==> src/rtl/trace_capture_pkg.sv <==
package trace_capture_pkg;
  // Bit 0: channel 0 crossed, bit 1: channel 1 crossed.
  typedef enum logic [1:0] {
    SRC_NONE = 2'd0,
    SRC_CH0  = 2'd1,
    SRC_CH1  = 2'd2,
    SRC_BOTH = 2'd3
  } trig_src_e;

  localparam int MON_CH = 2;  // number of shaped channels watched
endpackage

==> src/rtl/edge_trig.sv <==
module edge_trig #(
  parameter int W = 16
) (
  input  logic                clk,
  input  logic                rst_n,
  input  logic                step,
  input  logic signed [W-1:0] value,
  input  logic signed [W-1:0] thr,
  output logic                rise
);
  logic above, above_q;

  assign above = value > thr;
  assign rise  = step & above & ~above_q;

  always_ff @(posedge clk) begin
    if (!rst_n)    above_q <= 1'b0;
    else if (step) above_q <= above;
  end
endmodule

==> src/rtl/delay_line.sv <==
module delay_line #(
  parameter int W     = 16,
  parameter int DEPTH = 16
) (
  input  logic         clk,
  input  logic         rst_n,
  input  logic         shift,
  input  logic [W-1:0] din,
  output logic [W-1:0] dout
);
  localparam int AW = (DEPTH > 1) ? $clog2(DEPTH) : 1;

  logic [W-1:0]  mem [DEPTH];
  logic [AW-1:0] ptr;
  logic          primed;  // every slot has been written at least once

  assign dout = primed ? mem[ptr] : '0;

  always_ff @(posedge clk) begin
    if (!rst_n) begin
      ptr    <= '0;
      primed <= 1'b0;
    end else if (shift) begin
      if (ptr == AW'(DEPTH - 1)) begin
        ptr    <= '0;
        primed <= 1'b1;
      end else begin
        ptr <= ptr + 1'b1;
      end
    end
  end

  always_ff @(posedge clk) begin
    if (shift) mem[ptr] <= din;
  end
endmodule

==> src/rtl/capture_seq.sv <==
module capture_seq #(
  parameter int REC_LEN = 24
) (
  input  logic clk,
  input  logic rst_n,
  input  logic start,
  input  logic take,
  output logic busy,
  output logic at_end
);
  localparam int IW = (REC_LEN > 1) ? $clog2(REC_LEN) : 1;

  logic [IW-1:0] idx;

  assign at_end = idx == IW'(REC_LEN - 1);

  always_ff @(posedge clk) begin
    if (!rst_n) begin
      busy <= 1'b0;
      idx  <= '0;
    end else if (take) begin
      if (at_end) begin
        busy <= 1'b0;
        idx  <= '0;
      end else begin
        busy <= busy | start;
        idx  <= idx + 1'b1;
      end
    end
  end
endmodule

==> src/rtl/trace_capture.sv <==
module trace_capture
  import trace_capture_pkg::*;
#(
  parameter int SAMPLE_W = 16,
  parameter int NCH      = 4,
  parameter int PRE_LEN  = 16,
  parameter int REC_LEN  = 24,
  parameter int CNT_W    = 16
) (
  input  logic                       clk,
  input  logic                       rst_n,
  input  logic                       in_valid,
  output logic                       in_ready,
  input  logic [NCH*SAMPLE_W-1:0]    in_data,
  input  logic signed [SAMPLE_W-1:0] shaped0,
  input  logic signed [SAMPLE_W-1:0] shaped1,
  input  logic signed [SAMPLE_W-1:0] threshold,
  output logic [NCH-1:0]             out_valid,
  input  logic [NCH-1:0]             out_ready,
  output logic [NCH-1:0]             out_last,
  output logic [NCH*SAMPLE_W-1:0]    out_data,
  output logic                       stat_valid,
  output logic [1:0]                 stat_src,
  output logic [CNT_W-1:0]           stat_count
);
  logic signed [SAMPLE_W-1:0] mon [MON_CH];
  logic [MON_CH-1:0]          rise;
  logic [NCH*SAMPLE_W-1:0]    delayed;
  logic [NCH-1:0]             pend;
  logic free, beat, busy, trig, take, at_end;
  trig_src_e src;

  assign mon[0] = shaped0;
  assign mon[1] = shaped1;

  // Slot is free when every pending channel is emptied this cycle.
  assign free     = &(~pend | out_ready);
  assign in_ready = free;
  assign beat     = in_valid & free;
  assign trig     = beat & ~busy & (|rise);
  assign take     = beat & (busy | trig);
  assign src      = trig_src_e'(rise);

  for (genvar g = 0; g < MON_CH; g++) begin : g_mon
    edge_trig #(.W(SAMPLE_W)) u_trig (
      .clk   (clk),
      .rst_n (rst_n),
      .step  (beat),
      .value (mon[g]),
      .thr   (threshold),
      .rise  (rise[g])
    );
  end

  for (genvar g = 0; g < NCH; g++) begin : g_ch
    delay_line #(.W(SAMPLE_W), .DEPTH(PRE_LEN)) u_dly (
      .clk   (clk),
      .rst_n (rst_n),
      .shift (beat),
      .din   (in_data[g*SAMPLE_W +: SAMPLE_W]),
      .dout  (delayed[g*SAMPLE_W +: SAMPLE_W])
    );
  end

  capture_seq #(.REC_LEN(REC_LEN)) u_seq (
    .clk    (clk),
    .rst_n  (rst_n),
    .start  (trig),
    .take   (take),
    .busy   (busy),
    .at_end (at_end)
  );

  always_ff @(posedge clk) begin
    if (!rst_n) begin
      pend     <= '0;
      out_last <= '0;
      out_data <= '0;
    end else if (take) begin
      pend     <= '1;
      out_last <= {NCH{at_end}};
      out_data <= delayed;
    end else begin
      pend <= pend & ~out_ready;
    end
  end

  assign out_valid = pend;

  always_ff @(posedge clk) begin
    if (!rst_n) begin
      stat_valid <= 1'b0;
      stat_src   <= SRC_NONE;
      stat_count <= '0;
    end else begin
      stat_valid <= trig;
      if (trig) begin
        stat_src   <= src;
        stat_count <= stat_count + 1'b1;
      end
    end
  end
endmodule

==> config.mk <==
export PLATFORM = sky130hd
export DESIGN_NAME = trace_capture
export DESIGN_NICKNAME = d
export VERILOG_FILES = /design/src/rtl/trace_capture_pkg.sv /design/src/rtl/edge_trig.sv /design/src/rtl/delay_line.sv /design/src/rtl/capture_seq.sv /design/src/rtl/trace_capture.sv
export SDC_FILE = /design/constraint.sdc
export NUM_CORES = 1
export LEC_CHECK = 0
export BUFFER_PORTS_ARGS = -buffer_cell sky130_fd_sc_hd__buf_4
export CAP_MARGIN = 30
export CORE_ASPECT_RATIO = 1.25
export CORE_MARGIN = 2
export CORE_UTILIZATION = 57
export CTS_BUF_LIST = sky130_fd_sc_hd__clkbuf_2
export DETAILED_ROUTE_END_ITERATION = 12
export PLACE_DENSITY = 0.8
export SLEW_MARGIN = 20
export SYNTH_ARGS = -nofsm -noshare
export SYNTH_HDL_FRONTEND = slang
export SYNTH_SLANG_ARGS = --single-unit
==> constraint.sdc <==
create_clock -name clk -period 2.6 [get_ports clk]
set_clock_uncertainty 0.1 [all_clocks]
set_input_delay 0.39 -clock clk [delete_from_list [all_inputs] [get_ports clk]]
set_output_delay 0.39 -clock clk [all_outputs]
set_load 0.02 [all_outputs]
==> summary.md, run 1 <==
The flow ran to the end, but the final reports show violations. The final reports fail on negative hold slack, negative setup slack. During I/O placement, the number of pins put on the boundary was 211.

The first global-routing pass estimated 155900 um of wire. The most common flop cell mapped by yosys was sky130_fd_sc_hd__edfxtp_1. For this run, the register share of the synthesized area comes to 74.40%. Source-to-sink clock delay at the later pin of the worst-skew pair: 1.50 ns. The cell family contributing the most delay on the critical path is simple AND/OR/NAND/NOR gates. The core region is 0.07828 mm^2. The clock input transition at the sequential cells of the worst setup and hold paths is 0.11 ns, and the clock power share is 30.3%. Endpoint of the most critical register-to-register path: out_data[60]$_SDFFE_PN0P_. The total routed wirelength came out at 105000 um. The run gives 1156 as the sink count of the clock tree. The proportion of power drawn by combinational gates is 13.6%. The biggest fanout along the worst timing path is 2. The detailed-route DRC error count came out at 0. Delay of the slowest cell on the worst path: 0.34 ns.

The internal power consumption was 0.02772 W; the number of max-capacitance violations reported was 0. Once the floorplan was initialized, standard cells occupied 57.34% of the core. The worst register-to-register path begins at out_valid[2]$_SDFF_PN0_. In the final routed layout, each cell accounts on average for 24.95 um.

In this run the clock root is driven by a sky130_fd_sc_hd__clkbuf_2. The run gives 5 as the number of levels in the clock H-tree. Timing would allow up to 0.3465 GHz. The number of nets still failing antenna checks after routing is 0, and the synthesized area per cell is 20.60 um^2. After synthesis the netlist holds a flip-flop and latch count of 1156. For this design the ratio of total power to cell area is 678.7 mW/mm^2.

Entering global routing, the biggest net connects 65 pins. By area the synthesized netlist is led by sky130_fd_sc_hd__edfxtp_1 (69%), sky130_fd_sc_hd__mux4_2 (16%), sky130_fd_sc_hd__dfxtp_1 (5.9%). The number of antenna violations at the first check in global routing is 6.

In this run, the number of DRC markers left after iteration 0 of detailed routing was 2451. The logs give 47 for the number of different library cells in the post-synthesis netlist and 24610 for the vias after detailed routing. The worst hold-check slack came out at -0.1200 ns. For the number of buffers created by CTS, the log shows 279.

The area share of the largest cell type after synthesis came out at 68.52%. The floorplan die height was 317.7 um. The signal on the critical path passes through nand2b_1, and4_4, buf_6, buf_6. At the end of routability-driven placement, the weighted congestion stood at 0.8354. Sequential cell area: 0.03353 mm^2. Port buffering added 210 buffers. Net switching is 25.19% of the power. The clock tree buffer depth is 4, and the cell area after technology mapping is 0.04488 mm^2.

In this run the core area contains 115 standard-cell rows. The run gives -1.202 ns as the worst setup slack before clock tree synthesis. The worst register-to-register path has a setup slack of 0 ns. In the synthesized netlist the async set-or-reset flop fraction comes to 0%. The slowest stage of the critical path is the sky130_fd_sc_hd__dfxtp_2 cell. Yosys mapped a number of flops with a built-in enable equal to 1024.

In this run the tightest slew margin relative to its limit is 35.38%. For the post-layout instance count excluding filler cells, the log shows 4208. The tools report the kind of launch point of the worst setup path as a register. The ratio of cells with drive above 1 in the final layout came out at 40.62%. For the power share of the sequential group, the log shows 56.1%.

The tools report the detailed-routing iteration count for the pre-antenna-repair pass as 5. The area enclosed by the die boundary was 0.08101 mm^2; the combined buffer and inverter count along the critical path was 2. The worst setup path is of the register to output pin kind. The run gives 2.40 ns as the data arrival time of the critical path. The worst path required time is 2.11 ns, and the number of cells on the worst reg-to-reg path is 13.

Summed over all nets, the half-perimeter wirelength after detailed placement is 60220 um. For this run the aggregate overflow at the end of global routing stands at 0. Of all cell types, the one taking the most synthesized area is sky130_fd_sc_hd__edfxtp_1. The synthesized instance count is 2179, and the post-synthesis to final-layout area growth is 21.68%. For the finished layout, the period the worst path requires is 2.886 ns.

The post-detailed-route via-to-cell ratio came out at 5.848. At the end of the flow, the number of nets in the layout was 3129. The critical path ends at in_ready. STA classifies the critical path endpoint as an output pin. TritonCTS built the clock tree. The worst hold path belongs to the class input port to register.

Dividing the final minimum period by the clock period gives 111.0%. The final critical-path setup slack is -0.2861 ns. In this run the static leakage power is 18.96 nW. The Yosys step of the flow raised 0 warnings. The worst setup path startpoint was out_valid[2]$_SDFF_PN0_. At the pin with the least slew margin, the transition time is 0.9693 ns.

The final count of pins violating max slew was 0. The cell that appears most often on the critical path is sky130_fd_sc_hd__buf_6. Synthesis produced a netlist with a net count of 2348. The die is 255.0 um wide. In this run the power spent charging and discharging nets is 0.009337 W. The logs give 1 for the final count of hold timing violations and 26.35% for the overall routing resource usage. Summing all multi-input logic gate instances after layout gives 0.01099 mm^2. Setup violations remaining at the end of the flow were counted as 5. The number of global-route vias before repair is 26160, and the number of placed cells counting well taps is 3517. In this run the number of cells on the critical path is 4.

IR analysis of the VDD net gives a maximum drop of 0.4170 mV. Setup repair after global routing could not meet its margin everywhere. The filler cells instantiated in the layout total 4796.
tightest hold or removal path, stage by stage:
cell and delay [ns]:
sky130_fd_sc_hd__buf_4 0.08, sky130_fd_sc_hd__ha_1 0.15, sky130_fd_sc_hd__a21o_1 0.10, sky130_fd_sc_hd__a21oi_1 0.08
sky130_fd_sc_hd__nand2_1 0.21, sky130_fd_sc_hd__o21ai_0 0.12, sky130_fd_sc_hd__nor3_1 0.13, sky130_fd_sc_hd__a21oi_1 0.06
sky130_fd_sc_hd__nor2_1 0.07
timing repair:
action / 4_1_cts / 5_1_grt
hold buffers: 170 / 4
gates resized for setup: 141 / 39
gates cloned: 0 / 8
pin swaps: 1 / 5
setup endpoints to repair: 380 / 283
endpoints found under the hold margin: 1956 / 3
buffers inserted: 23 / 12
layout by cell type (no fill, tap or decap), types with 4 or more instances in the layout:
cell type,synthesis,final
sky130_fd_sc_hd__a21o_1,5,5
sky130_fd_sc_hd__a21oi_1,43,37
sky130_fd_sc_hd__a21oi_2,0,5
sky130_fd_sc_hd__and2_1,54,52
sky130_fd_sc_hd__and3_1,20,20
sky130_fd_sc_hd__buf_12,0,75
sky130_fd_sc_hd__buf_4,4,297
sky130_fd_sc_hd__buf_6,8,61
sky130_fd_sc_hd__clkbuf_16,0,5
sky130_fd_sc_hd__clkbuf_2,0,402
sky130_fd_sc_hd__clkinv_1,0,53
sky130_fd_sc_hd__clkinv_2,0,6
sky130_fd_sc_hd__dfxtp_1,132,57
sky130_fd_sc_hd__dfxtp_2,0,57
sky130_fd_sc_hd__dfxtp_4,0,18
sky130_fd_sc_hd__diode_2,0,9
sky130_fd_sc_hd__dlygate4sd3_1,0,170
sky130_fd_sc_hd__edfxtp_1,1024,1024
sky130_fd_sc_hd__ha_1,50,50
sky130_fd_sc_hd__inv_1,32,31
sky130_fd_sc_hd__inv_2,0,4
sky130_fd_sc_hd__mux2i_1,73,71
sky130_fd_sc_hd__mux4_2,320,320
sky130_fd_sc_hd__nand2_1,173,172
sky130_fd_sc_hd__nand2b_1,9,8
sky130_fd_sc_hd__nand3_1,12,11
sky130_fd_sc_hd__nand4_1,8,8
sky130_fd_sc_hd__nor2_1,21,18
sky130_fd_sc_hd__nor3_1,15,11
sky130_fd_sc_hd__o21a_1,4,4
sky130_fd_sc_hd__o21ai_0,9,8
sky130_fd_sc_hd__o31ai_1,12,12
sky130_fd_sc_hd__or3_1,4,4
sky130_fd_sc_hd__or4_1,11,11
sky130_fd_sc_hd__xnor2_1,4,4
sky130_fd_sc_hd__xor2_1,4,4
cell usage after synthesis, drive strengths merged, types with 3 or more instances:
library cell  count
edfxtp         1024
o31ai            12
dfxtp           132
nor2             21
buf              49
nor3             15
xor2              4
mux2i            73
and3             20
and2             54
o211ai            4
nand2b            9
inv              32
ha               50
a21oi            43
o21a              5
nand2           173
o21ai            11
clkbuf           62
and4              3
mux4            320
xnor2             4
nand4             9
nor4              4
or4              11
a21o              5
or3               4
nand3            12
worst min-delay path by stage:
stage,from,endpoint,slack [ns],cells past startpoint
2_1_floorplan,g_ch[0].u_dly.primed$_SDFFE_PN0P_,g_ch[0].u_dly.primed$_SDFFE_PN0P_,0.33,1
3_3_place_gp,g_ch[0].u_dly.primed$_SDFFE_PN0P_,g_ch[0].u_dly.primed$_SDFFE_PN0P_,0.34,1
3_5_place_dp,g_ch[3].u_dly.primed$_SDFFE_PN0P_,g_ch[3].u_dly.primed$_SDFFE_PN0P_,0.35,1
4_1_cts,out_ready[0],out_valid[0]$_SDFF_PN0_,-1.03,3
5_1_grt,shaped1[13],g_mon[1].u_trig.above_q$_SDFFE_PN0P_,-0.006,9
6_report,shaped1[13],g_mon[1].u_trig.above_q$_SDFFE_PN0P_,-0.12,9
power by group through the flow:
stage	sequential (W)	clock (W)	combinational [W]
floorplan	0.0211	0	0.00305
global placement	0.0212	0	0.00439
detailed placement	0.0212	0	0.00451
CTS	0.0208	0.0115	0.00480
global route	0.0208	0.0125	0.00537
finish	0.0208	0.0112	0.00505
state kept, by name, indices dropped and copies added (netlist names), named ones only:
name                  cells
out_last                  1
out_valid                 4
g_ch.u_dly.mem         1024
stat_src                  2
g_ch.u_dly.primed         4
stat_count               16
g_mon.u_trig.above_q      2
g_ch.u_dly.ptr           16
out_data                 64
u_seq.busy                1
stat_valid                1
u_seq.idx                 5
area by class of cell:
cell class	count	share of cell area, %
diodes	9	0.04124
clock buffers	402	3.684
clock inverters	65	0.6049
inverters	32	0.2200
multi-input cells	881	20.13
flip-flops and latches	1156	61.40
well taps	1053	2.413
repair buffers	610	11.51
metal layers:
| metal | up-vias | track usage, % | part of all wire (%) |
|---|---|---|---|
| li1 | 10640 | - | - |
| met5 | - | 0 | 0.023 |
| met1 | 12570 | 34.18 | 37 |
| met2 | 1197 | 44.49 | 52 |
| met4 | 4 | 8.525 | 2.2 |
| met3 | 195 | 5.893 | 8.1 |
cell families (layout without fill, tap and decap cells):
logic type | Yosys count | count (layout) | share of synthesized area [%]
AOI/OAI and AO/OA | 86 | 86 | 1.210
xor gates and xnor gates | 8 | 8 | 0.1561
adders and majority gates | 50 | 50 | 1.394
buffers and inverters | 143 | 1109 | 1.433
DFF | 1156 | 1156 | 74.40
muxes | 393 | 393 | 17.69
other | 0 | 9 | 0
and+or+nand+nor | 343 | 344 | 3.716
through the flow:
step	utilization [%]	total power, W	hold slack (ns)	cell area (um^2)	TNS (ns)
2_1_floorplan	-	0.02415	0.3325	44920	-0.02867
3_3_place_gp	63.34	0.02556	0.3385	49580	-166.42
3_5_place_dp	63.34	0.02572	0.3465	49580	-184.09
4_1_cts	69.16	0.03707	-1.031	54140	-66.72
5_1_grt	69.76	0.03867	-0.006218	54610	-3.116
6_report	69.77	0.03706	-0.1200	54610	-0.3467
Power figures use the tool's default switching activity.
==> run 2: changes to the inputs <==
--- a/config.mk
+++ b/config.mk
@@ -12,6 +12,8 @@
 export CORE_UTILIZATION = 57
 export CTS_BUF_LIST = sky130_fd_sc_hd__clkbuf_2
 export DETAILED_ROUTE_END_ITERATION = 12
+export GPL_ROUTABILITY_DRIVEN = 0
+export MAX_ROUTING_LAYER = met4
 export PLACE_DENSITY = 0.8
 export SLEW_MARGIN = 20
 export SYNTH_ARGS = -nofsm -noshare
==> run 2 against run 1 <==
Net effect: the run ends with negative setup slack left; setup slack better by 0.071 ns; power down 0.13%; clock power hardly changed; design area hardly changed; non-clock buffer count unchanged; critical endpoint unchanged.
==> summary.md, run 2 (synthesis results as in run 1) <==
For the final count of pins violating max slew, the log shows 0. At the placement stage, the worst setup path has a slack of -1.202 ns. The number of nets still failing antenna checks after routing was 0; the worst setup slack for register-to-register paths was 0.01 ns. The tools report the endpoint of the most critical register-to-register path as out_data[7]$_SDFFE_PN0P_.

For the sink count of the clock tree, the log shows 1156. The tools report the capture endpoint of the worst hold path as stat_src[0]$_SDFFE_PN0P_. In the routed layout, each cell is associated on average with a via count of 5.848.

The post-layout instance count excluding filler cells was 4208; the headroom to the max-slew limit was 39.03%. The worst setup path is of the register to output pin kind. The worst hold path passes through 9 cells. The area growth from synthesis to layout is 21.65%.

The die covers 0.08101 mm^2. After global routing the overflow that remains totals 0. For the cell row count, the log shows 115. The library cells used most frequently in the layout, excluding fill and tap cells, are sky130_fd_sc_hd__edfxtp_1 (1024), sky130_fd_sc_hd__clkbuf_2 (402), sky130_fd_sc_hd__mux4_2 (320).

The tools report the starting density of the core as 57.34%. TritonCTS built the clock tree. Once placement completed, the tool counted placed cells totaling 3517. The maximum number of pins on one net before global-route repair is 65, and the average routed wire per standard cell is 24.98 um. For the worst path required time, the log shows 2.11 ns. For the setup total negative slack, the log shows -2.237 ns. The worst path uses 108.3% of the clock period.

The library cell used most frequently in the layout, excluding fill and tap cells, is sky130_fd_sc_hd__edfxtp_1. STA classifies the critical path startpoint as a register. In the final design database the tool counted 3129 nets. For this run, design rule violations remaining after detail routing come to 0.

The final reports fail on negative setup slack. For the final count of hold timing violations, the log shows 0. The run gives -0.2147 ns as the final critical-path setup slack.

The register ranked first by flip-flop count is g_ch.u_dly.mem. The number of levels in the clock H-tree came out at 5. The detailed router's first-iteration violation count is 2566, and the chip width is 255.0 um. The boundary pin count is 211. The start of the worst register-to-register path is out_valid[3]$_SDFF_PN0_.

The first global-routing pass estimated 156000 um of wire. The run gives 105100 um as the total routed wirelength. After clock tree synthesis, the clock-pin slew on the worst setup and hold paths is 0.11 ns.

The logs give 24610 for the vias after detailed routing and 0.07828 mm^2 for the area of the core. The number of antenna violations at the first check in global routing was 6. For this design the ratio of total power to cell area is 678.0 mW/mm^2. Counting along the longest clock path gives a buffer depth of 4.

At the end of the flow the core is filled with cells to 69.75%. For the number of max-capacitance violations reported, the log shows 0. Of the cells placed in the final design, the portion with a size suffix greater than 1 is 40.62%.

The logs give 279 for the number of buffers created by CTS and 1.45 ns for the source-to-sink clock delay at the later pin of the worst-skew pair. For the worst flop-to-flop path, the logic depth is 13. The detailed-routing iteration count for the pre-antenna-repair pass is 8.

At the pin with the least slew margin, the transition time is 0.9145 ns. The largest registers in the layout are g_ch.u_dly.mem (1024), out_data (64). The launch point of the worst hold path was shaped0[7]. Static timing analysis puts the maximum clock frequency at 0.3553 GHz. The overall routing resource usage was 27.17%; the clock period minus worst slack was 2.815 ns. Port buffering added 210 buffers. The number of global-route vias before repair is 26150. In this run the worst path has a maximum fanout of 2. The worst hold path belongs to the class input port to register. Setup violations remaining at the end of the flow were counted as 57. The root buffer cell chosen for the clock tree is sky130_fd_sc_hd__clkbuf_2.

The tools report the data arrival time of the critical path as 2.32 ns. IR analysis of the VDD net gives a maximum drop of 0.4182 mV. Critical path endpoint category: an output pin.

The flip-flop count of the largest register, all copies and words added is 1024. Summed over all cells, the static leakage comes to 18.95 nW. The run finished, with violations left. The tightest hold path in the finished design has a slack of 0.06585 ns.

Measured along the y axis, the die boundary spans 317.7 um. The run gives 60220 um as the HPWL after detailed placement. Setup repair after global routing could not meet its margin everywhere.
[run 2: cell type report]
| cell class | instances | area (um^2) |
|---|---|---|
| Fill cell | 4802 | 23680 |
| Clock buffer | 402 | 2012 |
| Sequential cell | 1156 | 33530 |
| Clock inverter | 65 | 330.3 |
| Timing Repair Buffer | 610 | 6261 |
| Multi-Input combinational cell | 881 | 11000 |
| Inverter | 32 | 120.1 |
| Tap cell | 1053 | 1318 |
| Antenna cell | 9 | 22.52 |
[run 2: how the worst max path moves through the flow]
stage                                  startpoint                           to  cells past startpoint
final                     out_valid[3]$_SDFF_PN0_                     in_ready                      4
after global routing      out_valid[2]$_SDFF_PN0_                     in_ready                      4
after CTS                 out_valid[2]$_SDFF_PN0_                     in_ready                      4
after detailed placement            threshold[15]  stat_count[14]$_SDFFE_PN0P_                     13
after global placement              threshold[15]  stat_count[13]$_SDFFE_PN0P_                     13
after floorplan                      threshold[9]   stat_count[5]$_SDFFE_PN0P_                     11
[run 2: worst max-delay path, stage by stage (launching register included)]
cell                       delay (ns)
sky130_fd_sc_hd__dfxtp_2         0.34
sky130_fd_sc_hd__nand2b_1        0.10
sky130_fd_sc_hd__and4_4          0.27
sky130_fd_sc_hd__buf_6           0.13
sky130_fd_sc_hd__buf_6           0.11
[run 2: routing by layer]
metal	GRT usage [%]	up-vias	share of wire (%)
li1	-	10650	-
met1	34.39	12580	37
met2	44.41	1214	53
met3	5.787	167	8.4
met4	8.447	0	2.0
met5	-	-	0
[run 2: timing repair]
| item | 4_1_cts | 5_1_grt |
|---|---|---|
| endpoints found under the setup margin | 380 | 277 |
| pin swaps | 1 | 6 |
| resized for setup | 141 | 40 |
| buffers inserted | 23 | 10 |
| hold endpoints to repair | 1956 | 4 |
| gates cloned | 0 | 8 |
| hold buffers | 170 | 6 |
[run 2: stage by stage]
step / power, W / instance area [um^2]
CTS: 0.03707 / 54140
floorplan: 0.02415 / 44920
global placement: 0.02556 / 49580
global route: 0.03867 / 54590
finish: 0.03701 / 54590
detailed placement: 0.02572 / 49580
[run 2: power by group]
| part | internal (W) | total (W) | leakage (nW) | switching [W] |
|---|---|---|---|---|
| registers | 0.0206 | 0.0208 | 10.3 | 0.000221 |
| logic | 0.00274 | 0.00503 | 6.76 | 0.00229 |
| clock network | 0.00440 | 0.0112 | 1.83 | 0.00680 |
| total | 0.0277 | 0.0370 | 18.9 | 0.00931 |
